--- config.mk ---
export PLATFORM = sky130hd
export DESIGN_NAME = chg_temp_accum
export DESIGN_NICKNAME = d
export VERILOG_FILES = /design/src/rtl/chg_temp_accum_pkg.sv /design/src/rtl/accum_ctrl.sv /design/src/rtl/accum_datapath.sv /design/src/rtl/chg_temp_accum.sv
export SDC_FILE = /design/constraint.sdc
export NUM_CORES = 1
export LEC_CHECK = 0
export BUFFER_PORTS_ARGS = -buffer_cell sky130_fd_sc_hd__buf_2
export CAP_MARGIN = 10
export CORE_AREA = 4 4 162 164
export CTS_CLUSTER_DIAMETER = 120
export DETAILED_ROUTE_END_ITERATION = 12
export DIE_AREA = 0 0 166 168
export PLACE_DENSITY = 0.77
export SLEW_MARGIN = 0
export SYNTH_ARGS = -nofsm -noshare
export SYNTH_HDL_FRONTEND = slang
export SYNTH_HIERARCHICAL = 1
export SYNTH_SLANG_ARGS = --single-unit
--- constraint.sdc ---
create_clock -name clk -period 2.7 [get_ports clk]
set_input_delay 0.81 -clock clk [delete_from_list [all_inputs] [get_ports clk]]
set_output_delay 0.81 -clock clk [all_outputs]
set_load 0.01 [all_outputs]
--- src/rtl/chg_temp_accum_pkg.sv ---
package chg_temp_accum_pkg;
  localparam int NUM_CNT = 6;
  localparam int SEL_W   = 3;

  // counter slot order: fixes clear-bit positions and register offsets
  typedef enum logic [SEL_W-1:0] {
    SLOT_DIS_SUM  = 3'd0,
    SLOT_DIS_TIME = 3'd1,
    SLOT_CHG_SUM  = 3'd2,
    SLOT_CHG_TIME = 3'd3,
    SLOT_TMP_SUM  = 3'd4,
    SLOT_TMP_TIME = 3'd5
  } slot_e;

  typedef struct packed {
    logic [NUM_CNT-1:0] clr;
    logic               addDis;
    logic               addChg;
    logic               addTemp;
    logic               rdEn;
    logic               rdHit;
    logic               snapLoad;
    logic [SEL_W-1:0]   rdSel;
    logic [1:0]         rdByte;
  } strobe_t;
endpackage

--- src/rtl/accum_ctrl.sv ---
module accum_ctrl
  import chg_temp_accum_pkg::*;
#(
  parameter int unsigned          ADDR_W   = 8,
  parameter logic [ADDR_W-1:0]    CNT_BASE = 'h20,
  parameter logic [ADDR_W-1:0]    CLR_ADDR = 'h61
) (
  input  logic              clk,
  input  logic              rstN,
  input  logic              tick,
  input  logic              curEn,
  input  logic              tempEn,
  input  logic              curSign,
  input  logic              rdEn,
  input  logic              wrEn,
  input  logic [ADDR_W-1:0] addr,
  input  logic [7:0]        wrData,
  output strobe_t           strb
);
  localparam logic [ADDR_W-1:0] WINDOW = ADDR_W'(NUM_CNT * 4);

  logic [ADDR_W-1:0] offs;
  logic              inWindow;
  logic              clrHit;

  always_comb begin
    offs     = addr - CNT_BASE;
    inWindow = (addr >= CNT_BASE) && (offs < WINDOW);
    clrHit   = wrEn && (addr == CLR_ADDR);

    strb          = '0;
    strb.clr      = clrHit ? wrData[NUM_CNT-1:0] : '0;
    strb.addDis   = tick && curEn && curSign;
    strb.addChg   = tick && curEn && !curSign;
    strb.addTemp  = tick && tempEn;
    strb.rdEn     = rdEn;
    strb.rdHit    = inWindow;
    strb.rdSel    = offs[SEL_W+1:2];
    strb.rdByte   = offs[1:0];
    strb.snapLoad = rdEn && inWindow && (offs[1:0] == 2'd0);
  end

  // no clear strobe leaves the control unless a write targets the clear register
  a_r8_clear_needs_write: assert property (@(posedge clk) disable iff (!rstN)
    (strb.clr != '0) |-> (wrEn && addr == CLR_ADDR));

  // without a tick no update strobe is raised
  a_r6_no_tick_no_update: assert property (@(posedge clk) disable iff (!rstN)
    !tick |-> !(strb.addDis || strb.addChg || strb.addTemp));
endmodule

--- src/rtl/accum_datapath.sv ---
module accum_datapath
  import chg_temp_accum_pkg::*;
#(
  parameter int unsigned ACC_W  = 32,
  parameter int unsigned CUR_W  = 16,
  parameter int unsigned TEMP_W = 16
) (
  input  logic              clk,
  input  logic              rstN,
  input  strobe_t           strb,
  input  logic [CUR_W-1:0]  curRes,
  input  logic [TEMP_W-1:0] intTemp,
  input  logic [TEMP_W-1:0] extTemp,
  input  logic              tempSel,
  output logic [7:0]        rdData
);
  logic [ACC_W-1:0]   cnt    [NUM_CNT];
  logic [ACC_W-1:0]   addVal [NUM_CNT];
  logic [NUM_CNT-1:0] addOn;
  logic [CUR_W-1:0]   curMag;
  logic [TEMP_W-1:0]  tempPick;
  logic [31:0]        liveWord;
  logic [31:0]        snap;

  always_comb begin
    curMag   = curRes[CUR_W-1] ? (~curRes + CUR_W'(1)) : curRes;
    tempPick = tempSel ? extTemp : intTemp;
    addVal[SLOT_DIS_SUM]  = ACC_W'(curMag);
    addVal[SLOT_DIS_TIME] = ACC_W'(1);
    addVal[SLOT_CHG_SUM]  = ACC_W'(curMag);
    addVal[SLOT_CHG_TIME] = ACC_W'(1);
    addVal[SLOT_TMP_SUM]  = ACC_W'(tempPick);
    addVal[SLOT_TMP_TIME] = ACC_W'(1);
    addOn = {strb.addTemp, strb.addTemp, strb.addChg, strb.addChg,
             strb.addDis, strb.addDis};
  end

  for (genvar k = 0; k < NUM_CNT; k++) begin : g_cnt
    always_ff @(posedge clk or negedge rstN) begin
      if (!rstN)             cnt[k] <= '0;
      else if (strb.clr[k])  cnt[k] <= '0;
      else if (addOn[k])     cnt[k] <= cnt[k] + addVal[k];
    end

    // a clear wins over any update on the same edge
    a_r9_clear_wins: assert property (@(posedge clk) disable iff (!rstN)
      strb.clr[k] |=> (cnt[k] == '0));

    // a counter with neither clear nor update keeps its value
    a_r6_hold: assert property (@(posedge clk) disable iff (!rstN)
      (!strb.clr[k] && !addOn[k]) |=> $stable(cnt[k]));
  end

  // time counters step by exactly one on their side's updates
  a_r2_dis_time_step: assert property (@(posedge clk) disable iff (!rstN)
    (strb.addDis && !strb.clr[SLOT_DIS_TIME]) |=>
      (cnt[SLOT_DIS_TIME] == $past(cnt[SLOT_DIS_TIME]) + ACC_W'(1)));
  a_r3_chg_time_step: assert property (@(posedge clk) disable iff (!rstN)
    (strb.addChg && !strb.clr[SLOT_CHG_TIME]) |=>
      (cnt[SLOT_CHG_TIME] == $past(cnt[SLOT_CHG_TIME]) + ACC_W'(1)));
  a_r5_tmp_time_step: assert property (@(posedge clk) disable iff (!rstN)
    (strb.addTemp && !strb.clr[SLOT_TMP_TIME]) |=>
      (cnt[SLOT_TMP_TIME] == $past(cnt[SLOT_TMP_TIME]) + ACC_W'(1)));

  always_comb begin
    liveWord = '0;
    for (int i = 0; i < NUM_CNT; i++) begin
      if (strb.rdSel == SEL_W'(i)) liveWord = 32'(cnt[i]);
    end
  end

  always_ff @(posedge clk or negedge rstN) begin
    if (!rstN) begin
      snap   <= '0;
      rdData <= '0;
    end else begin
      if (strb.snapLoad) snap <= liveWord;
      if (strb.rdEn) begin
        if (!strb.rdHit)              rdData <= '0;
        else if (strb.rdByte == 2'd0) rdData <= liveWord[7:0];
        else                          rdData <= snap[8*strb.rdByte +: 8];
      end
    end
  end

  // the capture taken on a byte-0 read matches the low byte just returned
  a_r11_snap_matches: assert property (@(posedge clk) disable iff (!rstN)
    strb.snapLoad |=> (snap[7:0] == rdData));
endmodule

--- src/rtl/chg_temp_accum.sv ---
module chg_temp_accum
  import chg_temp_accum_pkg::*;
#(
  parameter int unsigned       ACC_W    = 32,
  parameter int unsigned       CUR_W    = 16,
  parameter int unsigned       TEMP_W   = 16,
  parameter int unsigned       ADDR_W   = 8,
  parameter logic [ADDR_W-1:0] CNT_BASE = 'h20,
  parameter logic [ADDR_W-1:0] CLR_ADDR = 'h61
) (
  input  logic              clk,
  input  logic              rstN,
  input  logic              tick,
  input  logic              curEn,
  input  logic              tempEn,
  input  logic              tempSel,
  input  logic [CUR_W-1:0]  curRes,
  input  logic [TEMP_W-1:0] intTemp,
  input  logic [TEMP_W-1:0] extTemp,
  input  logic              rdEn,
  input  logic              wrEn,
  input  logic [ADDR_W-1:0] addr,
  input  logic [7:0]        wrData,
  output logic [7:0]        rdData
);
  strobe_t strb;

  accum_ctrl #(
    .ADDR_W(ADDR_W), .CNT_BASE(CNT_BASE), .CLR_ADDR(CLR_ADDR)
  ) u_ctrl (
    .clk(clk), .rstN(rstN), .tick(tick), .curEn(curEn), .tempEn(tempEn),
    .curSign(curRes[CUR_W-1]), .rdEn(rdEn), .wrEn(wrEn), .addr(addr),
    .wrData(wrData), .strb(strb)
  );

  accum_datapath #(
    .ACC_W(ACC_W), .CUR_W(CUR_W), .TEMP_W(TEMP_W)
  ) u_dp (
    .clk(clk), .rstN(rstN), .strb(strb), .curRes(curRes),
    .intTemp(intTemp), .extTemp(extTemp), .tempSel(tempSel), .rdData(rdData)
  );
endmodule

# Word level (Yosys, flattened, before mapping)
# Cells that the tools add are included.
# op_classes
addsub,8
n_lt_le_gt_ge,2
n_eq_ne,6
shifts,1
mux,23
n_bitwise,1
n_reduce_logical,17
# op_table
op,n
$mux 32,18
$add 32x1->32 const B,3
$add 32x16->32,3
$mux 16,2
$shiftx 32x6->8,1
$add 16x1->16 const B,1
$mux 8,2
$not 16->16,1
$reduce_bool 2->1,6
$eq 8x7->1 const B,1
$ge 8x6->1 const B,1
$logic_and 1x1->1,8
$lt 8x5->1 const B,1
$sub 8x6->8 const B,1
$eq 3x2->1 const B,2
$eq 3x3->1 const B,2
$mux 6,1
$eq 3x1->1 const B,1
$logic_not 3->1,1
$logic_not 2->1,1
$logic_not 1->1,1
# totals
ff_bits,232
input_bits,72

# Logic depth before layout (Yosys ltp)
# Gate-level depths: netlist of the first run.
# logic_depth
ltp_word,10
depth_mapped,16
depth_no_buf,15

# Hierarchy
# The synthesis of the first run kept the hierarchy.
# modules_own_cells
mod,n_inst,cells_per_inst,area_per_inst_um2
accum_datapath,1,1615,14672.8
accum_ctrl,1,35,245.2

# Least setup slack after synthesis of the first run
# No wires, ideal clock.
# synth_timing
path_type,input -> register
start,in tempSel
end,reg u_dp/cnt[56] in the netlist's numbering
setup_ns,0.078
arrival_time_ns,3.599
required_ns,2.622
path_slack_ns,-0.977
path_stages,12
n_path_buf,3
cell_sequence,clkbuf_1 > clkbuf_1 > mux2_2 > ha_1 > buf_2 > o21ai_1 > a211oi_2 > nand2_2 > o31ai_4 > a31oi_4 > or4_1 > a21oi_1
# synth_between
elab_chain_len,4
# synth_lines
element,line_no,rtl
start: declaration,chg_temp_accum.sv:16,"input logic tempSel,"
$mux 16,accum_datapath.sv:27,tempPick = tempSel ? extTemp : intTemp;
$add 32x16->32,accum_datapath.sv:42,else if (addOn[k]) cnt[k] <= cnt[k] + addVal[k];
$mux 32,accum_datapath.sv:42,
$mux 32,accum_datapath.sv:41,else if (strb.clr[k]) cnt[k] <= '0;
end signal: indexed assignment,accum_datapath.sv:42,
end: declaration,accum_datapath.sv:17,logic [ACC_W-1:0] cnt [NUM_CNT];
# No other way between the ends. The select of a mux whose other input is x is not followed.
# A chain may end at the register's enable or synchronous reset.

# Worst setup path after layout of the first run
# layout_timing
start,in curRes[3]
end,reg u_dp/cnt[191] in the netlist's numbering
# layout_between
elab_chain_len,6
# layout_lines
element,line_no,rtl
start: declaration,chg_temp_accum.sv:17,"input logic [CUR_W-1:0] curRes,"
$not 16->16,accum_datapath.sv:26,curMag = curRes[CUR_W-1] ? (~curRes + CUR_W'(1)) : curRes;
$add 16x1->16,accum_datapath.sv:26,
$mux 16 (*),accum_datapath.sv:26,
$add 32x16->32 (*),accum_datapath.sv:42,
$mux 32 (*),accum_datapath.sv:42,
$mux 32 (*),accum_datapath.sv:41,
# Mark *: on every way between the ends. The rest lies on a longest branch, timed or not. The select of a mux whose other input is x is not followed.

==> impl_metrics.ini, run 1 <==
[placement]
gp_congestion = 0.984
dpl-instance-area_sq_um = 17800
portBuffers = 77
dpl.hpwl_mm = 33.6

[min_path]
hold_class = in -> async

[worst_setup_path]
required_ns = 3.10
critical_path_arrival_ns = 3.90
cp-end-kind = flop
cp-start-kind = input pin
path_class = in -> reg
critPathMaxFanout = 4

[global_route]
grt_max_degree = 58
grt_pass1_vias = 14700
grt_first_pass_wirelength_mm = 77.2
antenna_found_initial = 0
grt_overflow = 0
track_usage = 0.339

[cts]
clk_latency_ns = 0.53
cts_sinks = 224
clk_pin_slew_ns = 0.06
cts_tree = yes
root_buffer = clkbuf_16
cts_buffers = 26
cts.path.max_buffers = 3
cts_max_level = 1

[timing]
maxSlewHeadroom = 0.523
rsz0062_at_grt = yes
slew_viol_final = 0
fmax_mhz = 285
post-route-min-period_ns = 3.50
setup_ws_ns = -0.804
hold_violations = 0
finalClockSkew_ns = 0.0151
min_period_over_period = 1.30
tightestPinTransition_ns = 0.706
setup_viol = 62

[power_and_ir_drop]
swShare = 0.406
p_per_area_nw_per_um2 = 881
pwr-share-comb = 0.525
switchingPower_mw = 7.22
p_leak_nw = 8.95
intPower_mw = 10.6
peakVddDrop_mv = 0.747
p_clk_frac = 0.196
seq_power_share = 0.279

[yosys]
ys_ff_latch = 224
yosys-top-cells-area = dfrtp_1, nor2_1, xor2_1
postSynthCellCount = 1650
synth_fa_ha_area_frac = 0.0569
synth_flop_cell = dfrtp_1
synth_fp_nets = 1788
muxShareOfSynthArea = 0.0953
synth_compound_area_frac = 0.147
synthArstFlopShare = 1.00
synthSimpleGateAreaFrac = 0.198
synth_cell_types = 80
ys_seq_area_frac = 0.376
synth_top_family_by_area = simple AND/OR/NAND/NOR gates
synth-xor-area-share = 0.0928
yosys_warnings = 6
syn_area_sq_um = 14900
yosys.area.top_type = dfrtp_1
synth_edf_count = 0
yosys.area.top_type_share = 0.376
syn_avg_cell_area_sq_um = 9.04

[floorplanning]
die_area_sq_um = 27900
io-pin-count = 80
die_w_microns = 166
start_util = 0.599
die_h_microns = 168
core_sq_um = 24900
rows = 58

[final_layout]
fill_cells = 1409
drive_gt1_frac = 0.344
nNetsFinal = 2097
fin_area_sq_um = 20200
antenna_cells = 0
syn_to_final_growth_pct = 35.3
final_util = 0.811

[detailed_routing]
wl_mm = 52.7
postRouteAntennaNets = 0
num_vias = 14900
drt-initial-drc-count = 1600
drc = 0
routed_via_density = 6.45
wl_per_cell_microns = 22.9
firstDrtPassIters = 7

[run_status]
status = finished with violations
violations = setup timing

[run]
max_cap_viol_count = 0
[path summary, 6_finish.rpt]
kind	from	endpoint	slack, ns	cells after the start
min in group clk	u_dp/rdData[0]$_DFFE_PN0P_	u_dp/rdData[0]$_DFFE_PN0P_	0.51	2
max	curRes[3]	u_dp/cnt[191]$_DFFE_PN0P_	-0.80	19
min reg2reg	u_dp/rdData[0]$_DFFE_PN0P_	u_dp/rdData[0]$_DFFE_PN0P_	0.51	2
min	rstN	u_dp/cnt[70]$_DFFE_PN0P_	0.20	1
max in group asynchronous	rstN	u_dp/cnt[169]$_DFFE_PN0P_	1.76	2
max reg2reg	u_dp/cnt[96]$_DFFE_PN0P_	u_dp/cnt[108]$_DFFE_PN0P_	-0.02	10
[timing repair]
item                       CTS  global route
setup endpoints to repair   66            68
hold buffers                 0             0
hold endpoints to repair     0             0
pin swaps                   92            79
resized for setup          115           115
setup buffers               23            26
gates cloned                 1             0
[synth_stat cells, types with 6 or more instances]
cell type	n
nor2_1	238
dfrtp_1	224
nand2_1	148
a21oi_1	104
xor2_1	102
mux2i_1	70
ha_1	63
xnor2_1	56
o21ai_0	55
clkbuf_1	51
nand3_1	48
inv_1	38
mux2_2	38
o21ai_1	34
nand4_1	33
or3_1	27
nand2b_1	25
a211oi_1	20
and3_1	20
a222oi_1	18
nor3_1	17
buf_1	13
buf_2	13
and2_1	12
mux4_2	11
nor2b_1	11
o31ai_1	11
a21o_1	10
o2111ai_1	10
and4_1	9
buf_4	8
nand4b_1	8
o21a_1	7
o221ai_1	7
o21bai_1	6
o22ai_1	6
[per-stage QoR]
stage                     hold WS, ns  setup TNS (ns)  std cells  setup WS, ns  power (mW)
after detailed placement        0.500          -76.00       2215         -1.11        11.6
after floorplan                 0.480          -30.09       1650        -0.720        8.91
after CTS                       0.227          -17.75       2283        -0.537        16.1
after global placement          0.493          -68.85       2215         -1.06        11.4
final                           0.205          -27.23       2306        -0.804        17.8
after global routing            0.231          -32.43       2306        -0.870        18.5
[registers in the layout, indices dropped and copies added (netlist names)]
signal       cells
u_dp/cnt       192
u_dp/rdData      8
u_dp/snap       24
[cells in the final DEF (no fill, tap or decap), drive strengths merged, types with 8 or more instances in the layout]
| cell type | instances |
|---|---|
| inv | 38 |
| a21oi | 105 |
| or3 | 27 |
| nor2 | 238 |
| nand4b | 8 |
| nand2 | 149 |
| o2111ai | 10 |
| and3 | 20 |
| and4 | 9 |
| mux2 | 42 |
| nor2b | 11 |
| xnor2 | 56 |
| mux2i | 70 |
| mux4 | 11 |
| nor3 | 18 |
| ha | 63 |
| o21ai | 89 |
| and2 | 13 |
| a21o | 11 |
| nand4 | 33 |
| a211oi | 24 |
| o31ai | 13 |
| a222oi | 18 |
| clkbuf | 42 |
| nand2b | 25 |
| dfrtp | 224 |
| nand3 | 48 |
| xor2 | 102 |
| buf | 366 |
[area by class of cell]
| type | instances | area, sq um | area share |
|---|---|---|---|
| inverter | 38 | 148 | 0.00732 |
| multi-input combinational | 1302 | 10300 | 0.512 |
| clock inverter | 4 | 26.3 | 0.00130 |
| tap | 330 | 413 | 0.0205 |
| clock buffer | 41 | 818 | 0.0405 |
| timing repair buffer | 367 | 2850 | 0.141 |
| sequential | 224 | 5610 | 0.278 |
[power groups by stage]
stage	sequential, mW	combinational (mW)	clock [mW]
3_3_place_gp	4.83	6.55	0
2_1_floorplan	4.51	4.41	0
6_report	4.96	9.34	3.48
4_1_cts	4.85	7.80	3.49
3_5_place_dp	4.86	6.79	0
5_1_grt	5.00	9.89	3.64
[kinds of logic (layout without fill, tap and decap cells)]
kind of cell / after synthesis / in the layout
flip-flops: 224 / 224
adder cells (fa/ha/maj): 66 / 66
XOR/XNOR: 158 / 158
AND/OR/NAND/NOR: 623 / 623
multiplexers: 123 / 123
buffers and inverters: 124 / 450
AO/OA/AOI/OAI: 332 / 332
[critical path: stages]
cell and delay (ns):
buf_8 0.10, nor2_4 0.12, nand4b_1 0.15, buf_6 0.16, nor2_4 0.07, nand2_2 0.06, or3_4 0.38, o31ai_4 0.22
xnor2_2 0.14, buf_4 0.17, buf_6 0.12, ha_4 0.17, a21o_1 0.19, a21oi_2 0.25, o21ai_4 0.12, buf_4 0.17
o2111ai_1 0.25, xor2_1 0.19, nor2_1 0.06
[per-layer routing]
metal,global-route usage,routed length (microns),vias up,part of all wire
met2,0.576,25500,852,0.48
met5,0,0,-,0
met1,0.427,19500,7294,0.37
met4,0.160,3360,0,0.064
met3,0.0554,4290,244,0.081
li1,-,-,6492,-
Note: power is estimated with default switching activity, not from simulation.
==> inputs of run 2 (changes only) <==
--- a/config.mk
+++ b/config.mk
@@ -5,7 +5,7 @@
 export SDC_FILE = /design/constraint.sdc
 export NUM_CORES = 1
 export LEC_CHECK = 0
-export BUFFER_PORTS_ARGS = -buffer_cell sky130_fd_sc_hd__buf_2
+export BUFFER_PORTS_ARGS = -buffer_cell sky130_fd_sc_hd__clkbuf_2
 export CAP_MARGIN = 10
 export CORE_AREA = 4 4 162 164
 export CTS_CLUSTER_DIAMETER = 120
==> impl_metrics.ini, run 2 (synthesis gave the netlist of run 1 again) <==
[run_status]
status = finished with violations
violations = setup timing

[worst_setup_path]
cp.depth = 17
setup.worst_path.end = u_dp/cnt[187]$_DFFE_PN0P_
cp.buffers_inverters = 5
cp-start-kind = input pin
critical_path.top_delay_family = simple AND/OR/NAND/NOR gates
r2r_slack_ns = 0
slowest_stage = or3_4
critPathLaunch = curRes[1]
required_ns = 3.15
rr_worst_depth = 11
path_cells = clkbuf_2, inv_4, nand4b_1, nor2_1, nand2_1, or3_4, o31ai_4, xnor2_2, buf_4, ha_4, nand4_1, buf_4, a211oi_4, buf_6, o21ai_4, or3_1, a21oi_1
reg2reg_from = u_dp/cnt[32]$_DFFE_PN0P_
worst_path_largest_cell_delay_ns = 0.38
critical_path_arrival_ns = 3.87
r2r-end = u_dp/cnt[62]$_DFFE_PN0P_
cp-end-kind = flop
cp_common_cell = buf_4
path_class = in -> reg
critPathMaxFanout = 3

[timing]
setup_ws_ns = -0.721
maxSlewHeadroom = 0.572
tightestPinTransition_ns = 0.637
hold_violations = 0
fmax_mhz = 292
post-route-min-period_ns = 3.42
rsz0062_at_grt = yes
finalClockSkew_ns = 0.0131
fin_setup_tns_ns = -27.94
whs_ns = 0.199
setup_viol = 67
min_period_over_period = 1.27
slew_viol_final = 0

[final_layout]
reg.largest.list = u_dp/cnt: 192 flops, u_dp/snap: 24 flops, u_dp/rdData: 8 flops
fin_cells = 2314
syn_to_final_growth_pct = 37.2
largest-register = u_dp/cnt
nNetsFinal = 2104
layout_commonest_cell = buf_4
largest_reg_flops = 192
fin_area_sq_um = 20500
fill_cells = 1350
drive_gt1_frac = 0.366
layout_common_cells = buf_4, nor2_1, dfrtp_1, nand2_1, xor2_1
antenna_cells = 0

[power_and_ir_drop]
p_per_area_nw_per_um2 = 894
p_leak_nw = 9.05
peakVddDrop_mv = 0.831

[global_route]
grt_first_pass_wirelength_mm = 79.2
grt_overflow = 0
antenna_found_initial = 0
grt_max_degree = 62
grt_pass1_vias = 14800
track_usage = 0.347

[cts]
clk_pin_slew_ns = 0.06
cts_tree = yes
cts_buffers = 25
clk_latency_ns = 0.53
cts.path.max_buffers = 3
cts_max_level = 1
root_buffer = clkbuf_16
cts_sinks = 224

[placement]
place_inst = 2214
dpl.hpwl_mm = 33.6
dpl-instance-area_sq_um = 17700
portBuffers = 77
gp_congestion = 0.945

[floorplanning]
die_w_microns = 166
die_area_sq_um = 27900
io-pin-count = 80
start_util = 0.599
rows = 58
die_h_microns = 168
core_sq_um = 24900

[detailed_routing]
drt-initial-drc-count = 1938
wl_per_cell_microns = 23.2
firstDrtPassIters = 6
routed_via_density = 6.47
wl_mm = 53.7
drc = 0
num_vias = 15000
postRouteAntennaNets = 0

[run]
max_cap_viol_count = 0

[min_path]
hold_class = in -> async
==> run 2: cell count changes in the layout (fill, tap and decap cells not counted), sizes merged <==
cell and delta:
buf -63, clkbuf +61, clkinvlp +4, clkinv +4
bufinv +2
==> run 2: stage by stage <==
stage | util | setup WS, ns | power [mW]
finish | 0.822 | -0.721 | 18.3
global route | 0.822 | -0.801 | 19.0
CTS | 0.791 | -0.550 | 16.5
detailed placement | 0.713 | -1.15 | 11.7
global placement | 0.713 | -1.08 | 11.3
floorplan | - | -0.720 | 8.91
==> run 2: power by group <==
group,switching (mW),total (mW),internal (mW)
logic,5.08,9.83,4.75
registers,0.990,4.98,3.99
clock network,1.48,3.49,2.01
total,7.56,18.3,10.7
==> run 2: worst min-delay path by stage <==
stage	startpoint	end	slack, ns
final	rstN	u_dp/cnt[67]$_DFFE_PN0P_	0.20
after global routing	rstN	u_dp/cnt[67]$_DFFE_PN0P_	0.25
after floorplan	u_dp/cnt[45]$_DFFE_PN0P_	u_dp/cnt[45]$_DFFE_PN0P_	0.48
after detailed placement	u_dp/snap[23]$_DFFE_PN0P_	u_dp/snap[23]$_DFFE_PN0P_	0.51
after global placement	u_dp/snap[15]$_DFFE_PN0P_	u_dp/snap[15]$_DFFE_PN0P_	0.49
after CTS	rstN	u_dp/cnt[71]$_DFFE_PN0P_	0.25
==> run 2: per-layer routing <==
layer | up-vias | track usage | wire length, microns
met1 | 7243 | 0.441 | 19700
met5 | - | 0 | 0
li1 | 6519 | - | -
met3 | 276 | 0.0568 | 4750
met4 | 0 | 0.152 | 3680
met2 | 942 | 0.588 | 25600
==> run 2: worst register-to-register path: cells and delay by family, from the launching register on <==
family / cells / cell delay (ns)
AO/OA/AOI/OAI: 6 / 1.17
adder cells (fa/ha/maj): 2 / 0.56
buffers and inverters: 2 / 0.28
flip-flops: 1 / 0.43
AND/OR/NAND/NOR: 1 / 0.11
==> run 2: layout make-up <==
type	count	area (sq um)	area share
Clock buffer	31	688	0.0336
Clock inverter	14	144	0.00703
Inverter	38	148	0.00721
Multi-Input combinational cell	1302	10600	0.517
Sequential cell	224	5610	0.274
Tap cell	330	413	0.0202
Timing Repair Buffer	375	2900	0.141
==> run 2: repair_timing <==
action	4_1_cts	5_1_grt
hold buffers	0	0
gates resized for setup	143	125
cloned	1	0
setup endpoints to repair	63	72
setup buffers	36	23
endpoints found under the hold margin	0	0
pin swaps	96	94
